`src/rtl/dl_scan_pkg.sv`:
```
package dl_scan_pkg;
  localparam int WORD_W = 32;
  localparam int AW     = 23;
  localparam int PIX_W  = 8;
  localparam int SEL_W  = 4;

  typedef enum logic [1:0] {
    M_BLANK  = 2'b00,
    M_BORDER = 2'b01,
    M_TEXT   = 2'b10,
    M_GFX    = 2'b11
  } mode_e;

  typedef struct packed {
    mode_e            mode;
    logic [1:0]       zoom;
    logic [SEL_W-1:0] sel;
    logic             irq;
    logic [AW-1:0]    addr;
  } entry_t;
endpackage

```
`src/rtl/dl_scan_req.sv`:
```
module dl_scan_req
  import dl_scan_pkg::*;
(
  input  logic              clk_i,
  input  logic              rst_ni,
  input  logic              line_i,
  input  logic              act_i,
  input  logic [AW-1:0]     ent_addr_i,
  input  logic              dat_want_i,
  input  logic [AW-1:0]     dat_addr_i,
  output logic              dat_issue_o,
  output logic              dat_valid_o,
  output logic              rd_req_o,
  output logic [AW-1:0]     rd_addr_o,
  input  logic              rd_valid_i,
  input  logic [WORD_W-1:0] rd_data_i,
  output entry_t            ent_o,
  output logic              ent_ok_o
);
  logic pend_q, kind_q, drop_q;
  logic take, keep, issue_ent, issue_dat;

  always_comb begin
    take      = rd_req_o && rd_valid_i;
    // a response in the commit cycle or after it belongs to a finished line
    keep      = take && !drop_q && !act_i;
    issue_ent = !rd_req_o && pend_q && !act_i;
    issue_dat = !rd_req_o && !pend_q && dat_want_i && !act_i;
  end

  assign dat_issue_o = issue_dat;
  assign dat_valid_o = keep && !kind_q;

  always_ff @(posedge clk_i or negedge rst_ni) begin
    if (!rst_ni) begin
      rd_req_o  <= 1'b0;
      rd_addr_o <= '0;
      kind_q    <= 1'b0;
      drop_q    <= 1'b0;
      pend_q    <= 1'b0;
      ent_o     <= '0;
      ent_ok_o  <= 1'b0;
    end else begin
      if (take) begin
        rd_req_o <= 1'b0;
        drop_q   <= 1'b0;
      end else begin
        if (act_i && rd_req_o) drop_q <= 1'b1;
        if (issue_ent || issue_dat) begin
          rd_req_o  <= 1'b1;
          kind_q    <= issue_ent;
          rd_addr_o <= issue_ent ? ent_addr_i : dat_addr_i;
        end
      end
      if (act_i)          pend_q <= 1'b0;
      else if (line_i)    pend_q <= 1'b1;
      else if (issue_ent) pend_q <= 1'b0;
      if (keep && kind_q) begin
        ent_o    <= entry_t'(rd_data_i);
        ent_ok_o <= 1'b1;
      end else if (act_i || line_i) begin
        ent_ok_o <= 1'b0;
      end
    end
  end
endmodule

```
`src/rtl/dl_scan_render.sv`:
```
module dl_scan_render
  import dl_scan_pkg::*;
#(
  parameter int H_ACT = 640
) (
  input  logic              clk_i,
  input  logic              rst_ni,
  input  logic              act_i,
  input  logic              ent_ok_i,
  input  mode_e             ent_mode_i,
  input  logic [1:0]        ent_zoom_i,
  input  logic [SEL_W-1:0]  ent_sel_i,
  input  logic [AW-1:0]     ent_addr_i,
  input  logic [PIX_W-1:0]  border_i,
  input  logic              dat_valid_i,
  input  logic [WORD_W-1:0] dat_i,
  input  logic              dat_issue_i,
  output logic              dat_want_o,
  output logic [AW-1:0]     dat_addr_o,
  output logic [PIX_W+SEL_W-1:0] font_addr_o,
  input  logic [PIX_W-1:0]  font_data_i,
  output logic              pix_valid_o,
  output logic [PIX_W-1:0]  pix_o,
  output mode_e             mode_o
);
  localparam int REM_W = $clog2(H_ACT + 1);
  localparam int BUF_W = 2 * WORD_W;
  localparam int CNT_W = $clog2(BUF_W + 1);

  mode_e            mode_q;
  logic [1:0]       zl_q;
  logic [SEL_W-1:0] sel_q;
  logic [REM_W-1:0] rem_q;
  logic [2:0]       rep_q, col_q;
  logic [BUF_W-1:0] buf_q, buf_sh, buf_d;
  logic [CNT_W-1:0] cnt_q, cnt_sh, cnt_d, need;
  logic [AW-1:0]    addr_q;

  logic [3:0]       depth;
  logic [2:0]       zmax;
  logic             is_data, last_rep, fire, consume;
  logic [PIX_W-1:0] gmask, gpix, tpix, pix_d;

  always_comb begin
    depth    = {1'b0, sel_q[2:0]} + 4'd1;
    is_data  = (mode_q == M_TEXT) || (mode_q == M_GFX);
    need     = (mode_q == M_TEXT) ? CNT_W'(WORD_W) : CNT_W'(depth);
    zmax     = 3'((4'd1 << zl_q) - 4'd1);
    last_rep = (rep_q == zmax);
    fire     = (rem_q != '0) && ((mode_q == M_BORDER) || (is_data && cnt_q >= need));
    consume  = fire && last_rep &&
               ((mode_q == M_GFX) || ((mode_q == M_TEXT) && (col_q == 3'd7)));
    gmask    = PIX_W'((9'd1 << depth) - 9'd1);
    gpix     = buf_q[PIX_W-1:0] & gmask;
    tpix     = font_data_i[3'd7 - col_q] ? buf_q[15:8] : buf_q[23:16];
    case (mode_q)
      M_BORDER: pix_d = border_i;
      M_TEXT:   pix_d = tpix;
      default:  pix_d = gpix;
    endcase
    buf_sh = consume ? (buf_q >> need) : buf_q;
    cnt_sh = consume ? (cnt_q - need) : cnt_q;
    buf_d  = buf_sh;
    cnt_d  = cnt_sh;
    if (dat_valid_i) begin
      buf_d = buf_sh | (BUF_W'(dat_i) << cnt_sh);
      cnt_d = cnt_sh + CNT_W'(WORD_W);
    end
  end

  assign dat_want_o  = is_data && (rem_q != '0) && (cnt_q <= CNT_W'(WORD_W));
  assign dat_addr_o  = addr_q;
  assign font_addr_o = {buf_q[7:0], sel_q};
  assign mode_o      = mode_q;

  always_ff @(posedge clk_i or negedge rst_ni) begin
    if (!rst_ni) begin
      mode_q      <= M_BLANK;
      zl_q        <= '0;
      sel_q       <= '0;
      rem_q       <= '0;
      rep_q       <= '0;
      col_q       <= '0;
      buf_q       <= '0;
      cnt_q       <= '0;
      addr_q      <= '0;
      pix_valid_o <= 1'b0;
      pix_o       <= '0;
    end else if (act_i) begin
      mode_q      <= ent_ok_i ? ent_mode_i : M_BORDER;
      zl_q        <= ent_zoom_i;
      sel_q       <= ent_sel_i;
      addr_q      <= ent_addr_i;
      rem_q       <= (ent_ok_i && ent_mode_i == M_BLANK) ? '0 : REM_W'(H_ACT);
      rep_q       <= '0;
      col_q       <= '0;
      buf_q       <= '0;
      cnt_q       <= '0;
      pix_valid_o <= 1'b0;
    end else begin
      buf_q <= buf_d;
      cnt_q <= cnt_d;
      if (dat_issue_i) addr_q <= addr_q + 1'b1;
      if (fire) begin
        rem_q <= rem_q - 1'b1;
        rep_q <= last_rep ? 3'd0 : rep_q + 3'd1;
        if (last_rep && mode_q == M_TEXT) col_q <= col_q + 3'd1;
      end
      pix_valid_o <= fire;
      pix_o       <= pix_d;
    end
  end
endmodule

```
`src/rtl/dl_scan_engine.sv`:
```
module dl_scan_engine
  import dl_scan_pkg::*;
#(
  parameter int H_ACT  = 640,
  parameter int LINE_W = 11
) (
  input  logic              clk_i,
  input  logic              rst_ni,
  input  logic              frame_i,
  input  logic              line_i,
  input  logic              act_i,
  input  logic [22:0]       dl_base_i,
  input  logic [7:0]        border_i,
  output logic              rd_req_o,
  output logic [22:0]       rd_addr_o,
  input  logic              rd_valid_i,
  input  logic [31:0]       rd_data_i,
  output logic [11:0]       font_addr_o,
  input  logic [7:0]        font_data_i,
  output logic              pix_valid_o,
  output logic [7:0]        pix_o,
  output logic [1:0]        mode_o,
  output logic [LINE_W-1:0] cur_line_o,
  output logic              irq_o
);
  logic [LINE_W-1:0] nxt_q;
  logic [AW-1:0]     ent_addr, dat_addr;
  logic              dat_want, dat_issue, dat_valid, ent_ok;
  entry_t            ent;
  mode_e             mode;

  assign ent_addr = dl_base_i + AW'(nxt_q);
  assign mode_o   = mode;

  dl_scan_req u_req (
    .clk_i       (clk_i),
    .rst_ni      (rst_ni),
    .line_i      (line_i),
    .act_i       (act_i),
    .ent_addr_i  (ent_addr),
    .dat_want_i  (dat_want),
    .dat_addr_i  (dat_addr),
    .dat_issue_o (dat_issue),
    .dat_valid_o (dat_valid),
    .rd_req_o    (rd_req_o),
    .rd_addr_o   (rd_addr_o),
    .rd_valid_i  (rd_valid_i),
    .rd_data_i   (rd_data_i),
    .ent_o       (ent),
    .ent_ok_o    (ent_ok)
  );

  dl_scan_render #(.H_ACT(H_ACT)) u_render (
    .clk_i       (clk_i),
    .rst_ni      (rst_ni),
    .act_i       (act_i),
    .ent_ok_i    (ent_ok),
    .ent_mode_i  (ent.mode),
    .ent_zoom_i  (ent.zoom),
    .ent_sel_i   (ent.sel),
    .ent_addr_i  (ent.addr),
    .border_i    (border_i),
    .dat_valid_i (dat_valid),
    .dat_i       (rd_data_i),
    .dat_issue_i (dat_issue),
    .dat_want_o  (dat_want),
    .dat_addr_o  (dat_addr),
    .font_addr_o (font_addr_o),
    .font_data_i (font_data_i),
    .pix_valid_o (pix_valid_o),
    .pix_o       (pix_o),
    .mode_o      (mode)
  );

  always_ff @(posedge clk_i or negedge rst_ni) begin
    if (!rst_ni) begin
      nxt_q      <= '0;
      cur_line_o <= '0;
      irq_o      <= 1'b0;
    end else begin
      if (frame_i)    nxt_q <= '0;
      else if (act_i) nxt_q <= nxt_q + 1'b1;
      if (act_i) cur_line_o <= nxt_q;
      irq_o <= act_i && ent_ok && ent.irq;
    end
  end
endmodule

```
`config.mk`:
```
export PLATFORM = sky130hd
export DESIGN_NAME = dl_scan_engine
export DESIGN_NICKNAME = d
export VERILOG_FILES = /design/src/rtl/dl_scan_pkg.sv /design/src/rtl/dl_scan_req.sv /design/src/rtl/dl_scan_render.sv /design/src/rtl/dl_scan_engine.sv
export SDC_FILE = /design/constraint.sdc
export NUM_CORES = 1
export LEC_CHECK = 0
export ABC_AREA = 1
export BUFFER_PORTS_ARGS = -buffer_cell sky130_fd_sc_hd__buf_2
export CAP_MARGIN = 10
export CORE_MARGIN = 2
export CORE_UTILIZATION = 55
export CTS_CLUSTER_DIAMETER = 100
export DETAILED_ROUTE_END_ITERATION = 8
export PLACE_DENSITY = 0.7
export SKIP_CTS_REPAIR_TIMING = 1
export SLEW_MARGIN = 20
export SYNTH_ARGS = -nofsm -noshare
export SYNTH_HDL_FRONTEND = slang
export SYNTH_SLANG_ARGS = --single-unit
export TNS_END_PERCENT = 5
```
`constraint.sdc`:
```
create_clock -name clk_i -period 10.1 [get_ports clk_i]
set_clock_uncertainty 0.15 [all_clocks]
set_input_delay 1.01 -clock clk_i [delete_from_list [all_inputs] [get_ports clk_i]]
set_output_delay 1.01 -clock clk_i [all_outputs]
set_load 0.1 [all_outputs]
```
# [After elaboration in Yosys (flattened, before gate mapping)]
# Index checks and enable logic that the tools add are counted.
[totals] input_bits=77 elab_cells=132 out_inout_bits=59 regBits=210
[op_classes] n_lt_le_gt_ge=3 reduce_logical=44 shifts=4 addsub=12 n_bitwise=3 n_mux=36 n_eq_ne=5
[ops] op="64-bit two-way mux" n=3
[ops] op="23-bit two-way mux" n=3
[ops] op="64-bit bitwise OR" n=1
[ops] op="32-bit by 7-bit left shift with 64-bit output" n=1
[ops] op="64-bit by 7-bit >> shifter with 64-bit output" n=1
[ops] op="10-bit two-way mux" n=3
[ops] op="23-bit by 1-bit adder with 23-bit output, second input constant" n=1
[ops] op="23-bit by 11-bit adder with 23-bit output" n=1
[ops] op="1-bit logical AND" n=22
[ops] op="11-bit two-way mux" n=2
[ops] op="7-bit two-way mux" n=3
[ops] op="3-bit two-way mux" n=6
[ops] op="8-bit case mux with 2 select lines" n=1
[ops] op="2-bit nonzero test" n=7
[ops] op="11-bit by 1-bit adder with 11-bit output, second input constant" n=1
[ops] op="1-bit two-way mux" n=11
[ops] op="10-bit nonzero test" n=1
[ops] op="10-bit by 1-bit subtractor with 10-bit output, second input constant" n=1
[ops] op="8-bit bitwise AND" n=1
[ops] op="8-bit two-way mux" n=1
[ops] op="1-bit by 4-bit left shift with 8-bit output, first input constant" n=1
[ops] op="8-bit by 1-bit subtractor with 8-bit output, second input constant" n=1
[ops] op="7-bit by 6-bit adder with 7-bit output, second input constant" n=1
[ops] op="7-bit >= comparator" n=1
[ops] op="other kinds (21)" n=32

# [Longest topological paths before layout]
[depth] ltp_word=13 depth_mapped=29

# [Modules after synthesis]
# Synthesis repeated with hierarchy kept, for this count alone.
[hier_totals] cells_unflattened=2720 hier_area_um2=17631.9
[modules_own_cells] mod="dl_scan_render" seq_area_each_um2=3178.0 area_per_inst_um2=12555.8 n_inst=1 cells_each=2015
[modules_own_cells] mod="dl_scan_req" seq_area_each_um2=1501.4 area_per_inst_um2=2901.5 n_inst=1 cells_each=357
[modules_own_cells] mod="dl_scan_engine" seq_area_each_um2=575.6 area_per_inst_um2=2174.6 n_inst=1 cells_each=348

# [Worst setup path before layout]
# OpenSTA, ideal clock, no wires.
[synth_timing] path_kind="flip-flop to flip-flop" from="reg u_render.mode_q[0] (netlist: u_render.mode_o[0])" to="reg u_render.buf_q[57]" slack_ns=5.558 t_required_ns=9.814 arrival_time_ns=4.256 path_stages_with_launch=25 cell_sequence="dfrtp_1 -> inv_1 -> ha_1 -> buf_2 -> clkbuf_1 -> nor2_1 -> inv_2 -> clkbuf_1 -> buf_1 -> ha_1 -> nand2_1 -> nor3_1 -> nor2_1 -> nand2_2 -> nand4_4 -> buf_6 -> o21ai_4 -> buf_6 -> nand3_1 -> nand3_1 -> nand3_2 -> nand3_1 -> nand3_1 -> nand2_1 -> a21oi_1"
[synth_between] elab_chain_len=13 word_cells_on_any_way=21
[synth_lines] item="from (decl)" line="dl_scan_render.sv:30" source="mode_e mode_q;"
[synth_lines] item="from (signal assigned)" line="dl_scan_render.sv:90" source="mode_q <= ent_ok_i ? ent_mode_i : M_BORDER;"
[synth_lines] item="2-bit equality test" line="dl_scan_render.sv:46, dl_scan_render.sv:47, dl_scan_render.sv:52"
[synth_lines] item="6-bit two-way mux" line="dl_scan_render.sv:47" source="need = (mode_q == M_TEXT) ? CNT_W'(WORD_W) : CNT_W'(depth);"
[synth_lines] item="7-bit >= comparator" line="dl_scan_render.sv:50" source="fire = (rem_q != '0) && ((mode_q == M_BORDER) || (is_data && cnt_q >= need));"
[synth_lines] item="1-bit logical AND" line="dl_scan_render.sv:50"
[synth_lines] item="1-bit logical OR" line="dl_scan_render.sv:50"
[synth_lines] item="1-bit logical AND" line="dl_scan_render.sv:50"
[synth_lines] item="1-bit logical AND (2 in a row)" line="dl_scan_render.sv:51" source="consume = fire && last_rep &&"
[synth_lines] item="7-bit two-way mux" line="dl_scan_render.sv:62" source="cnt_sh = consume ? (cnt_q - need) : cnt_q;"
[synth_lines] item="32-bit by 7-bit left shift with 64-bit output" line="dl_scan_render.sv:66" source="buf_d = buf_sh | (BUF_W'(dat_i) << cnt_sh);"
[synth_lines] item="64-bit bitwise OR" line="dl_scan_render.sv:66"
[synth_lines] item="64-bit two-way mux (*)" line="dl_scan_render.sv:65" source="if (dat_valid_i) begin"
[synth_lines] item="64-bit two-way mux (*)" line="dl_scan_render.sv:89" source="end else if (act_i) begin"
[synth_lines] item="to (signal assigned)" line="dl_scan_render.sv:101" source="buf_q <= buf_d;"
[synth_lines] item="to (decl)" line="dl_scan_render.sv:35" source="logic [BUF_W-1:0] buf_q, buf_sh, buf_d;"
# Mark *: on every way between the ends. The rest lies on a longest branch, timed or not.
# A chain may end at the register's enable or synchronous reset.

# [Worst setup path in the final report]
[layout_timing] from="reg u_render.sel_q[0]" to="reg u_render.buf_q[25]"
[layout_between] elab_chain_len=13 word_cells_on_any_way=16
[layout_lines] item="from (decl)" line="dl_scan_render.sv:32" source="logic [SEL_W-1:0] sel_q;"
[layout_lines] item="from (signal assigned)" line="dl_scan_render.sv:92" source="sel_q <= ent_sel_i;"
[layout_lines] item="3-bit by 1-bit adder with 4-bit output (*)" line="dl_scan_render.sv:45" source="depth = {1'b0, sel_q[2:0]} + 4'd1;"
[layout_lines] item="6-bit two-way mux (*)" line="dl_scan_render.sv:47"
[layout_lines] item="7-bit >= comparator" line="dl_scan_render.sv:50"
[layout_lines] item="1-bit logical AND" line="dl_scan_render.sv:50"
[layout_lines] item="1-bit logical OR" line="dl_scan_render.sv:50"
[layout_lines] item="1-bit logical AND" line="dl_scan_render.sv:50"
[layout_lines] item="1-bit logical AND (2 in a row)" line="dl_scan_render.sv:51"
[layout_lines] item="7-bit two-way mux" line="dl_scan_render.sv:62"
[layout_lines] item="32-bit by 7-bit left shift with 64-bit output" line="dl_scan_render.sv:66"
[layout_lines] item="64-bit bitwise OR" line="dl_scan_render.sv:66"
[layout_lines] item="64-bit two-way mux (*)" line="dl_scan_render.sv:65"
[layout_lines] item="64-bit two-way mux (*)" line="dl_scan_render.sv:89"
# Marks and branches as above.

==> summary.txt <==
Clock tree
  – CTS tree: yes
  – Clk slew on worst S/H paths: 0.07 ns
  – Clk_lat worst skew: 0.53 ns
  – Clk sinks: 210
  – Clock Tree Buf Depth: 3
  – CTS Root Cell: clkbuf_16
  – CTS buffer count: 25
  – Max H-tree Level: 1

Floorplan
  – Die Width: 177.1 um
  – Core Region: 29,560 sq um
  – Die Ht: 177.1 um
  – Num rows: 63
  – Die ar.: 31,380 sq um
  – Initial Util: 55.78%
  – # IOs: 136

Yosys
  – Synth Area in XOR/XNOR: 1.958%
  – #FFs+latches synth: 210
  – Predominant post-synthesis flop cell: dfrtp_1
  – Sequential fraction of the synthesis area: 31.87%
  – Unique masters post-synth: 63
  – Net count after synthesis: 2,585
  – Synth Area in Compound Gates: 20.65%
  – Synthesized instance count: 2,475
  – Synth Area in Adders: 2.595%
  – Asr flop ratio synth: 100.0%
  – Yosys Warn Count: 0
  – Avg Cell Area, Syn: 6.661 sq um
  – Syn Std Cell Area: 16,490 sq um
  – Simple-gate share of the synthesized area: 32.05%
  – Post-synthesis mux area share: 1.905%
  – Post-synth EDFFs: 0
  – Largest family of logic cells by synthesized area: simple AND/OR/NAND/NOR gates

Global routing
  – GRT overflow: 0
  – Tot GR Track Use: 37.54%
  – Initial antenna violation count: 1
  – Pin count of the biggest net entering global routing: 88
  – First-pass GRT wire length: 92,200 um
  – Vias in the first global route: 16,379

Timing
  – Finish-stage setup viols: 0
  – RSZ-0062 raised after global routing: no
  – Fmax: 0.1482 GHz
  – Slew HR: 31.62%
  – Final Hold Vio Count: 0
  – Worst Max-Slew Pin Slew: 1.022 ns
  – Final Max Slew Viols: 0
  – Setup TNS: 0 ns
  – Final min period: 6.748 ns
  – Final Cycle Share: 66.81%

Detailed routing
  – DR pass1 iterations: 8
  – Vias per cell: 6.201
  – DRT antenna net count: 0
  – Drt initial violations: 2,415
  – Total Wirelength: 59,320 um
  – WL/cell: 20.40 um
  – DRC violations left: 0
  – DR vias: 18,026

Outcome
  – Status: finished, final reports clean

Critical path
  – R2R depth: 24
  – WP data required: 10.40 ns
  – Critical Path Source Type: flop
  – Kind of critical path: flop to flop
  – R2R Setup Slk: 3.35 ns
  – Critical R2R Launch: u_render.sel_q[0]$_DFFE_PN0P_
  – Critical R2R Capture: u_render.buf_q[25]$_DFF_PN0_
  – Crit-path max FO: 86
  – WP data arrival: 7.04 ns
  – Critical Path Sink Type: flop

Placed design
  – Hpwl dp: 43,800 um
  – IO Port Bufs: 135
  – Gpl congestion: 1.029
  – Placed instance area: 17,090 sq um
  – Inst Count DP: 2,862

Power and ir drop
  – Power density over the cells: 219.8 nW/um^2
  – Tot Pwr: 3.947 mW
  – Peak VDD IR: 0.0001843 V
  – P_leak: 8.358 nW

Final layout
  – Fin cells: 2,907
  – Share of layout cells above drive strength 1: 11.01%
  – Cell area after layout: 17,960 sq um
  – Finished Core Util: 60.75%
  – Layout area overhead: 8.910%
  – Most frequent cells in the layout: 638 x nand2_1, 320 x o21ai_0, 317 x nand3_1
  – Nets: 2,609
  – Most common cell after layout, fill and taps aside: nand2_1

Worst hold path
  – Hold WC Path Type: input pin to asynchronous set/reset pin

Job
  – Max cap viols: 0
## worst max-delay path by stage
stage / startpoint / to / slack, ns / depth (start not counted)
after CTS: u_render.sel_q[0]$_DFFE_PN0P_ / u_render.buf_q[25]$_DFF_PN0_ / 3.57 / 24
after global routing: u_render.sel_q[0]$_DFFE_PN0P_ / u_render.buf_q[25]$_DFF_PN0_ / 2.88 / 24
after floorplan: u_render.mode_o[0]$_DFFE_PN0P_ / u_render.buf_q[57]$_DFF_PN0_ / 5.56 / 24
after global placement: u_render.sel_q[0]$_DFFE_PN0P_ / u_render.buf_q[25]$_DFF_PN0_ / 3.72 / 24
final: u_render.sel_q[0]$_DFFE_PN0P_ / u_render.buf_q[25]$_DFF_PN0_ / 3.35 / 24
after detailed placement: u_render.sel_q[0]$_DFFE_PN0P_ / u_render.buf_q[25]$_DFF_PN0_ / 3.57 / 24
## layer usage
| layer | track usage, % | wire, um | vias up |
|---|---|---|---|
| met5 | 0 | 0 | - |
| met4 | 11.60 | 2024 | 0 |
| met3 | 7.066 | 6510 | 147 |
| met2 | 54.62 | 24750 | 1031 |
| met1 | 56.13 | 26030 | 8410 |
| li1 | - | - | 8438 |
## report_power, final
group / switching (mW) / total, mW / internal, mW
clock network: 0.372 / 0.951 / 0.579
logic: 1.38 / 1.88 / 0.493
registers: 0.123 / 1.12 / 0.997
## stage by stage
stage | worst slack [ns] | hold slack, ns
global placement | 3.719 | 0.3013
detailed placement | 3.565 | 0.3074
CTS | 3.568 | 0.3210
global route | 2.883 | 0.3291
floorplan | 5.558 | 0.2935
finish | 3.352 | 0.3019
## registers in the layout, indices dropped and copies added (netlist names), 2 cells and up
signal,cells
u_render.sel_q,4
u_render.buf_q,64
u_render.rem_q,10
u_req.ent_o,32
u_render.dat_addr_o,23
nxt_q,11
u_render.pix_o,8
cur_line_o,11
u_render.zl_q,2
u_render.col_q,3
u_render.cnt_q,7
u_render.rep_q,3
u_render.mode_o,2
u_req.rd_addr_o,23
## final cells by class
class                      instances  area [sq um]
timing repair buffer             161         887.1
clock inverter                    12         178.9
clock buffer                      32         681.9
fill                            2852         11600
sequential                       210          5255
antenna                            1         2.502
tap                              390         488.0
multi-input combinational       1923          9792
inverter                         178         670.6
## synthesized netlist by cell type (4+ instances only)
cell type,number,share of area (%)
o211ai_1,11,0.50
o221ai_1,21,1.1
buf_4,20,0.91
o21a_1,4,0.18
mux2i_1,19,1.2
a22oi_1,20,0.91
nor4_1,7,0.27
nand2_2,8,0.30
nand4_1,28,1.1
buf_1,15,0.34
xnor2_1,10,0.53
o22ai_1,19,0.72
xor2_1,25,1.3
nand2_1,639,15
dfrtp_1,210,32
o21ai_1,8,0.24
mux2_2,10,0.68
nor2_1,158,3.6
buf_2,40,1.2
nand3_1,318,9.7
buf_6,9,0.61
nand3_2,17,1.0
inv_1,167,3.8
clkbuf_1,80,1.8
o21ai_0,320,9.7
a21oi_1,161,4.9
nor2_2,7,0.27
a31oi_1,19,0.72
ha_1,31,2.4
inv_2,8,0.18
nor3_1,14,0.42
## cells by family (layout without fill, tap and decap cells)
family,count (synthesis),count (layout)
AOI/OAI and AO/OA,613,613
xor gates and xnor gates,36,36
muxes,30,30
adders and majority gates,33,33
buffers and inverters,342,383
other,0,1
DFF,210,210
and+or+nand+nor,1211,1211
## critical path: stages (launching register included)
cell	delay, ns
dfrtp_1	0.36
buf_4	0.25
ha_1	0.28
xnor2_1	0.67
nor2_4	0.01
buf_4	0.32
inv_1	0.14
buf_4	0.33
ha_1	0.28
nand2_1	0.07
nor3_1	0.20
nor2_1	0.07
nand2_2	0.09
nand4_4	0.44
inv_2	0.41
buf_4	0.66
nand2_2	0.13
o21ai_4	0.09
buf_4	0.45
inv_4	0.34
nand2_1	0.20
nand3_1	0.12
nand2_1	0.27
nand2_1	0.10
a21oi_1	0.16
No activity file was read; power rests on OpenSTA's default activity.
